File: src/rtl/gpio_pkg.sv
package gpio_pkg;
    // Width of one port in bits.
    localparam int unsigned PORT_W = 8;

    // Two-flop synchronizer stage pair.
    typedef struct packed {
        logic [PORT_W-1:0] meta;
        logic [PORT_W-1:0] stable;
    } sync_state_t;

    // Register state of one port.
    typedef struct packed {
        logic [PORT_W-1:0] latch;
        logic [PORT_W-1:0] dir;
    } port_regs_t;

    // Pin control signals derived for one port.
    typedef struct packed {
        logic [PORT_W-1:0] oe;
        logic [PORT_W-1:0] out;
        logic [PORT_W-1:0] pu;
    } pin_ctrl_t;
endpackage

File: src/rtl/gpio_sync.sv
module gpio_sync
    import gpio_pkg::*;
(
    input  logic              clk,
    input  logic              rst_n,
    input  logic [PORT_W-1:0] raw_in,
    output logic [PORT_W-1:0] sync_out
);
    sync_state_t st_d, st_q;

    always_comb begin
        st_d        = st_q;
        st_d.meta   = raw_in;
        st_d.stable = st_q.meta;
    end

    always_ff @(posedge clk or negedge rst_n) begin
        if (!rst_n) st_q <= '0;
        else        st_q <= st_d;
    end

    assign sync_out = st_q.stable;
endmodule

File: src/rtl/gpio_port_regs.sv
module gpio_port_regs
    import gpio_pkg::*;
#(
    parameter logic [PORT_W-1:0] RST_LATCH = '0,
    parameter logic [PORT_W-1:0] RST_DIR   = '0
) (
    input  logic              clk,
    input  logic              rst_n,
    input  logic              wr_latch,
    input  logic              wr_dir,
    input  logic [PORT_W-1:0] wdata,
    output logic [PORT_W-1:0] latch_q,
    output logic [PORT_W-1:0] dir_q
);
    port_regs_t regs_d, regs_q;

    always_comb begin
        regs_d = regs_q;
        // A latch write lands regardless of the direction bits.
        if (wr_latch) regs_d.latch = wdata;
        if (wr_dir)   regs_d.dir   = wdata;
    end

    always_ff @(posedge clk or negedge rst_n) begin
        if (!rst_n) begin
            regs_q.latch <= RST_LATCH;
            regs_q.dir   <= RST_DIR;
        end else begin
            regs_q <= regs_d;
        end
    end

    assign latch_q = regs_q.latch;
    assign dir_q   = regs_q.dir;
endmodule

File: src/rtl/gpio_pin_ctrl.sv
module gpio_pin_ctrl
    import gpio_pkg::*;
(
    input  logic [PORT_W-1:0] latch,
    input  logic [PORT_W-1:0] dir,
    input  logic [PORT_W-1:0] pad_sync,
    output logic [PORT_W-1:0] oe,
    output logic [PORT_W-1:0] out,
    output logic [PORT_W-1:0] pu,
    output logic [PORT_W-1:0] readback
);
    pin_ctrl_t ctl;

    always_comb begin
        ctl = '0;
        for (int b = 0; b < PORT_W; b++) begin
            if (dir[b]) begin
                // Open-drain output: only a zero actively drives the pad.
                ctl.oe[b]  = ~latch[b];
                ctl.out[b] = latch[b];
                ctl.pu[b]  = 1'b0;
            end else begin
                // Input: the latch bit chooses the pull-up (0 = on).
                ctl.oe[b]  = 1'b0;
                ctl.out[b] = 1'b0;
                ctl.pu[b]  = ~latch[b];
            end
            readback[b] = dir[b] ? latch[b] : pad_sync[b];
        end
    end

    assign oe  = ctl.oe;
    assign out = ctl.out;
    assign pu  = ctl.pu;
endmodule

File: src/rtl/gpio_ctrl.sv
module gpio_ctrl
    import gpio_pkg::*;
#(
    parameter int unsigned NUM_PORTS = 3,
    parameter int unsigned ADDR_W    = 8,
    parameter logic [ADDR_W-1:0] LATCH_BASE = 8'hC0,
    parameter logic [ADDR_W-1:0] DIR_BASE   = 8'hC4,
    parameter logic [NUM_PORTS*PORT_W-1:0] RST_LATCH = 24'h04_00_00,
    parameter logic [NUM_PORTS*PORT_W-1:0] RST_DIR   = 24'h04_00_00
) (
    input  logic                        clk,
    input  logic                        rst_n,
    input  logic [ADDR_W-1:0]           bus_addr,
    input  logic                        bus_wr,
    input  logic [PORT_W-1:0]           bus_wdata,
    input  logic                        bus_rd,
    output logic [PORT_W-1:0]           bus_rdata,
    input  logic [NUM_PORTS*PORT_W-1:0] pin_in,
    output logic [NUM_PORTS*PORT_W-1:0] pin_oe,
    output logic [NUM_PORTS*PORT_W-1:0] pin_out,
    output logic [NUM_PORTS*PORT_W-1:0] pin_pu_en
);
    localparam int unsigned TOTAL_W = NUM_PORTS * PORT_W;

    logic [NUM_PORTS-1:0] hit_latch, hit_dir;
    logic [PORT_W-1:0]    rb_val  [NUM_PORTS];
    logic [PORT_W-1:0]    dir_val [NUM_PORTS];

    for (genvar p = 0; p < NUM_PORTS; p++) begin : g_port
        localparam logic [ADDR_W-1:0] A_LATCH = LATCH_BASE + ADDR_W'(p);
        localparam logic [ADDR_W-1:0] A_DIR   = DIR_BASE + ADDR_W'(p);

        logic [PORT_W-1:0] pad_sync, latch_q, dir_q;

        assign hit_latch[p] = (bus_addr == A_LATCH);
        assign hit_dir[p]   = (bus_addr == A_DIR);

        gpio_sync i_sync (
            .clk      (clk),
            .rst_n    (rst_n),
            .raw_in   (pin_in[p*PORT_W +: PORT_W]),
            .sync_out (pad_sync)
        );

        gpio_port_regs #(
            .RST_LATCH (RST_LATCH[p*PORT_W +: PORT_W]),
            .RST_DIR   (RST_DIR[p*PORT_W +: PORT_W])
        ) i_regs (
            .clk      (clk),
            .rst_n    (rst_n),
            .wr_latch (bus_wr && hit_latch[p]),
            .wr_dir   (bus_wr && hit_dir[p]),
            .wdata    (bus_wdata),
            .latch_q  (latch_q),
            .dir_q    (dir_q)
        );

        gpio_pin_ctrl i_ctrl (
            .latch    (latch_q),
            .dir      (dir_q),
            .pad_sync (pad_sync),
            .oe       (pin_oe[p*PORT_W +: PORT_W]),
            .out      (pin_out[p*PORT_W +: PORT_W]),
            .pu       (pin_pu_en[p*PORT_W +: PORT_W]),
            .readback (rb_val[p])
        );

        assign dir_val[p] = dir_q;
    end

    typedef struct packed {
        logic [PORT_W-1:0] rdata;
    } rd_state_t;

    rd_state_t rd_d, rd_q;

    always_comb begin
        logic [PORT_W-1:0] sel;
        sel  = '0;
        rd_d = rd_q;
        for (int p = 0; p < NUM_PORTS; p++) begin
            if (hit_latch[p]) sel = sel | rb_val[p];
            if (hit_dir[p])   sel = sel | dir_val[p];
        end
        // Unmapped addresses leave sel at zero.
        if (bus_rd) rd_d.rdata = sel;
    end

    always_ff @(posedge clk or negedge rst_n) begin
        if (!rst_n) rd_q <= '0;
        else        rd_q <= rd_d;
    end

    assign bus_rdata = rd_q.rdata;

    logic unused_w;
    assign unused_w = ^TOTAL_W;
endmodule

File: config.mk
export PLATFORM = sky130hd
export DESIGN_NAME = gpio_ctrl
export DESIGN_NICKNAME = d
export VERILOG_FILES = /design/src/rtl/gpio_pkg.sv /design/src/rtl/gpio_sync.sv /design/src/rtl/gpio_port_regs.sv /design/src/rtl/gpio_pin_ctrl.sv /design/src/rtl/gpio_ctrl.sv
export SDC_FILE = /design/constraint.sdc
export NUM_CORES = 1
export LEC_CHECK = 0
export CORE_MARGIN = 1
export CORE_UTILIZATION = 30
export CTS_CLUSTER_SIZE = 28
export DETAILED_ROUTE_END_ITERATION = 10
export PLACE_DENSITY = 0.68
export REMOVE_ABC_BUFFERS = 1
export SLEW_MARGIN = 30
export SYNTH_ARGS = -nofsm -noshare
export SYNTH_HDL_FRONTEND = slang
export SYNTH_SLANG_ARGS = --single-unit
File: constraint.sdc
create_clock -name clk -period 1.4 [get_ports clk]
set_input_delay 0.28 -clock clk [delete_from_list [all_inputs] [get_ports clk]]
set_output_delay 0.28 -clock clk [all_outputs]
set_load 0.02 [all_outputs]
## After elaboration in Yosys (flattened, before gate mapping)

Index checks and enable logic that the tools add are counted.

- Register bits after elaboration: 104
- Bits of input ports: 44
- Output and inout bits: 80
- Logic and storage cells: 156

- Equal/unequal tests: 6
- Muxes and demuxes: 102
- Bitwise gates (word level): 29
- Reduce and logical (&&, ||, !) cells: 6

Operators with widths:

| cell | count |
|---|---|
| 2-to-1 mux 1 bit | 96 |
| equality test 8 bit, second input constant | 6 |
| 2-to-1 mux 8 bit | 6 |
| bitwise OR 8 bit | 5 |
| NOT 1 bit | 24 |
| logical AND 1 bit | 6 |

## Depth between registers and ports, before layout

- Word-level depth: 12
- Gate-level depth with buffers: 6
- Depth with buffers taken out: 4

## By module

Synthesis repeated with hierarchy kept, for this count alone.

- Cell total of the unflattened synthesis: 330
- Area total of the unflattened synthesis: 4718.3 sq um

By module, submodules not included:

| module | times used | cells an instance | area an instance (sq um) | seq. area each (sq um) |
|---|---|---|---|---|
| gpio_port_regs at g_port[0].i_regs ... | 2 | 34 | 663.1 | 400.4 |
| gpio_sync | 3 | 16 | 400.4 | 400.4 |
| gpio_ctrl | 1 | 84 | 770.7 | 200.2 |
| gpio_pin_ctrl | 3 | 32 | 251.5 | 0.0 |
| gpio_port_regs at g_port[2].i_regs | 1 | 34 | 665.6 | 402.9 |

## Worst setup path after synthesis

No wires, ideal clock.

- Path kind: input to register
- Start point: in bus_addr[4]
- End point: reg g_port[1].i_regs.dir_q[0] (netlist name)
- Library setup time: 125 ps
- Data arrival time: 1499 ps
- Data required time: 1275 ps
- Path slack: -224 ps
- Stages on the path: 5
- Path buffers: 1
- Cells stage by stage: and4bb_4 and3_4 and4b_1 buf_6 mux2_2

- Word-level cells in the longest chain between the ends: 2

Ends and longest elaborated chain:

| what | RTL line | RTL |
|---|---|---|
| from (decl) | gpio_ctrl.sv:13 | `input logic [ADDR_W-1:0] bus_addr,` |
| equality test 8 bit | gpio_ctrl.sv:36 | `assign hit_dir[p] = (bus_addr == A_DIR);` |
| logical AND 1 bit | gpio_ctrl.sv:52 | `.wr_dir (bus_wr && hit_dir[p]),` |

Every way passes these cells.
A chain may end at the register's enable or synchronous reset.

## Final worst setup path

- Start point: reg g_port[2].i_regs.latch_q[2] (netlist name)
- End point: out pin_out[18]

- Word-level cells in the longest chain between the ends: 1

Ends and longest elaborated chain:

| what | RTL line | RTL |
|---|---|---|
| 2-to-1 mux 1 bit | gpio_pin_ctrl.sv:17 | `if (dir[b]) begin` |
| to (decl) | gpio_ctrl.sv:20 | `output logic [NUM_PORTS*PORT_W-1:0] pin_out,` |

Every way passes these cells.

==> impl_results.md <==
* CP Buf/Inv Count at 1
* Site Rows at 43
* Slowest cell on crit path: dfstp_2
* Syn. warnings at 0
* Crit. End Element: output port
* DP Area at around 6400 µm²
* Min cycle time layout at ~1.5 ns
* 1st-iter DRT viols at between 80 and 90
* Clock Sinks at between 100 and 150
* # IOs at approximately 120
* Reg2reg start: g_port[0].i_regs.dir_q[3]$_DFFE_PN0P_
* Slew at the pin with the worst max-slew slack at 0.4402 ns
* Top FF cell, synth: dfrtp_1
* Max Fclk at about 0.68 GHz
* Clk root buf: clkbuf_16
* Crit path launch type: flop
* Outcome: finished, violations left
* Max-Cap Viols at 0
* Failing checks: setup timing
* RSZ-0062 raised after global routing: true
* Die area at ~15000 µm²
* Net count, final at roughly 600
* Worst min-delay path class: flop to flop
* Gpl congestion at ~0.85
* Synth Register Bits at 104
* CTS tree: yes
* CP peak stage delay at 0.59 ns
* Library cells used by synthesis at between 40 and 50
* Final Power at 6687 µW
* Setup ws final at -0.07186 ns
* CTS HTree Levels at 3
* Vias in the first global route at 3636
* Relative slew slack at 70.63%
* WP data arrival at between 1 and 1.5 ns
* Syn Std Cell Area at roughly 4400 µm²
* Layout Cells excl Fill at approximately 740
* DP Cell Count at approximately 720
* Ant. Diodes at 0
* FF-to-FF path depth at 4
* Tot GR Track Use at 16.97%
* Sequential cell area at 2623 µm²
* Final-report hold violation count at 0
* Final setup skew at slightly above 0.006 ns
* DIE WIDTH at between 100 and 150 µm
* Critical Path Start: g_port[2].i_regs.latch_q[2]$_DFFE_PN1P_
* Final Max Tran Viols at 0
* Cell depth of the worst setup path at 2
* Residual DRC at 0
* Initial antenna violation count at 0
* Critical path required time at about 1.1 ns
* Crit path capture: pin_out[18]
* Syn Inst Count at around 350
* First-pass GRT wire length at 19050 µm
* Critical path peak fanout at 4
* Placeable Area at around 14000 µm²
* Area of the multi-input gates at about 1900 µm²
* RR Endpoint: bus_rdata[3]$_DFFE_PN0P_
* CTS Buf Count at 9
* Delay-heaviest family, CP: flip-flops
* Routed WL per cell at between 15 and 20 µm
* Clk buf depth at 2
* Share of cells above drive strength 1 at between 50 and 60%
* Detailed placement HPWL at 9140 µm
* Largest net degree at the start of global routing at 67
* Filler instances at between 1000 and 1500
* Wirelength, routed at roughly 13000 µm
* Design Area, Final at just under 7000 µm²
* Seq/Total Area, Yosys at between 50% and 60%
* VDD IR-drop max at ~0.56 mV
* Endpoints failing setup at 5
* 1st-pass router iterations at 4
* Period utilization at 105.1%
* Synthesis-to-finish area growth at 55.10%
* Routed Antenna Nets at 0
* Vias per inst at between 4 and 5
* CP cell instances: and2_4 > buf_6
* Vias at approximately 3500
* Overflow after GRT at 0
* Worst-Skew Late Latency at roughly 0.34 ns
* Syn_area_per_cell at about 13 µm²
* Reg2reg setup slack at around 0.01 ns
* PD cells at 983.8 nW/µm²
* Setup CP Type: flop to output port
* EDFF count, synth at 0
* Leak at between 0.003 and 0.004 µW
* Initial Utilization at a little under a third
* Clk slew on worst S/H paths at ~0.070 ns
* Post-synth ARST share at between 90% and 100%
* I/O Buffers at ~120
* Die height at around 120 µm
* Final setup TNS at -0.1822 ns
[cell type report]
cell class / instances / area share (%)
clock buffers: 11 / 3.424
inverters: 13 / 0.7178
clock inverters: 5 / 0.8467
well taps: 180 / 3.313
flip-flops and latches: 104 / 38.58
multi-input cells: 218 / 27.72
repair buffers: 212 / 25.40
[synth_stat cells, types with 5 or more instances]
cell,count,area [µm²]
a211oi_1,7,52.55
a21oi_1,5,25.02
and2_1,21,131.4
dfrtp_1,102,2552
inv_1,12,45.04
mux2_2,48,540.5
mux2i_1,7,70.07
nand2_1,5,18.77
nand3_1,5,25.02
nor2_1,37,138.9
nor2b_1,28,175.2
o21ai_0,8,40.04
o221ai_1,11,96.34
[registers in the layout (all words and copies together), names as in the netlist]
name and count:
g_port.i_sync.st_d 24, g_port.i_regs.latch_q 24, g_port.i_regs.dir_q 24, bus_rdata 8, g_port.i_sync.sync_out 24
[timing repair]
| item | in CTS | in global routing |
|---|---|---|
| pin swaps | 8 | 16 |
| setup endpoints to repair | 136 | 61 |
| gates resized for setup | 362 | 87 |
| hold buffers | 1 | 0 |
| gates cloned | 1 | 0 |
| endpoints found under the hold margin | 102 | 0 |
| setup buffers | 5 | 5 |
[layout by cell type, fill, tap and decap left out, drive strengths merged, types with 3 or more instances in the layout]
cell type and instances:
nor2 38, dfrtp 102, buf 162, a2bb2oi 4, and2 21, inv 14
a211oi 7, clkinv 3, o221ai 11, or4b 3, a21oi 5, nand2 5
mux2i 7, nand3 6, dlygate4sd2 10, or3b 4, clkbuf 14, nor4bb 3
nand2b 3, nor2b 28, clkdlybuf4s50 33, o21ai 9, a211o 4, mux2 49
[stage by stage]
step                      util, %  setup slack, ns  hold WS, ns
final                       48.41         -0.07186       0.3490
after global routing        48.41          -0.1008       0.3529
after CTS                   46.49         -0.09406       0.3511
after detailed placement    45.45          -0.6493       0.2809
after global placement      45.45          -0.6560       0.2794
after floorplan                 -          -0.2967     -0.01559
[metal layers]
layer	part of all wire, %	GRT usage [%]	vias up
li1	-	-	1636
met1	42	21.32	1751
met2	51	29.88	95
met3	4.8	2.416	20
met4	1.6	5.412	0
met5	0	0	-
[cell families (layout without fill, tap and decap cells)]
family / Yosys count / after routing / synth area share (%)
buffers and inverters: 24 / 241 / 2.712
AND/OR/NAND/NOR: 120 / 120 / 16.64
flip-flops: 104 / 104 / 59.43
multiplexers: 56 / 56 / 14.19
AO/OA/AOI/OAI: 42 / 42 / 7.022
[worst min-delay path by stage]
| stage | from | endpoint | cells past startpoint |
|---|---|---|---|
| finish | g_port[2].i_sync.st_d[7]$_DFF_PN0_ | g_port[2].i_sync.sync_out[7]$_DFF_PN0_ | 0 |
| global route | g_port[0].i_sync.st_d[4]$_DFF_PN0_ | g_port[0].i_sync.sync_out[4]$_DFF_PN0_ | 0 |
| detailed placement | rst_n | g_port[1].i_sync.sync_out[7]$_DFF_PN0_ | 2 |
| CTS | g_port[2].i_sync.st_d[7]$_DFF_PN0_ | g_port[2].i_sync.sync_out[7]$_DFF_PN0_ | 0 |
| global placement | rst_n | g_port[1].i_sync.sync_out[7]$_DFF_PN0_ | 2 |
| floorplan | rst_n | bus_rdata[0]$_DFFE_PN0P_ | 0 |
[power breakdown]
group	leakage (µW)	total [µW]	switching, µW	internal (µW)
logic	0.00183	984	474	511
registers	0.00130	3260	110	3150
clock network	0.000144	2450	1060	1390
[worst register-to-register path, delay by kind of cell, from the launching register on]
family	cells	cell delay, ns
AO/OA/AOI/OAI	3	0.32
flip-flops	1	0.47
AND/OR/NAND/NOR	1	0.51
Note: power is estimated with default switching activity, not from simulation.
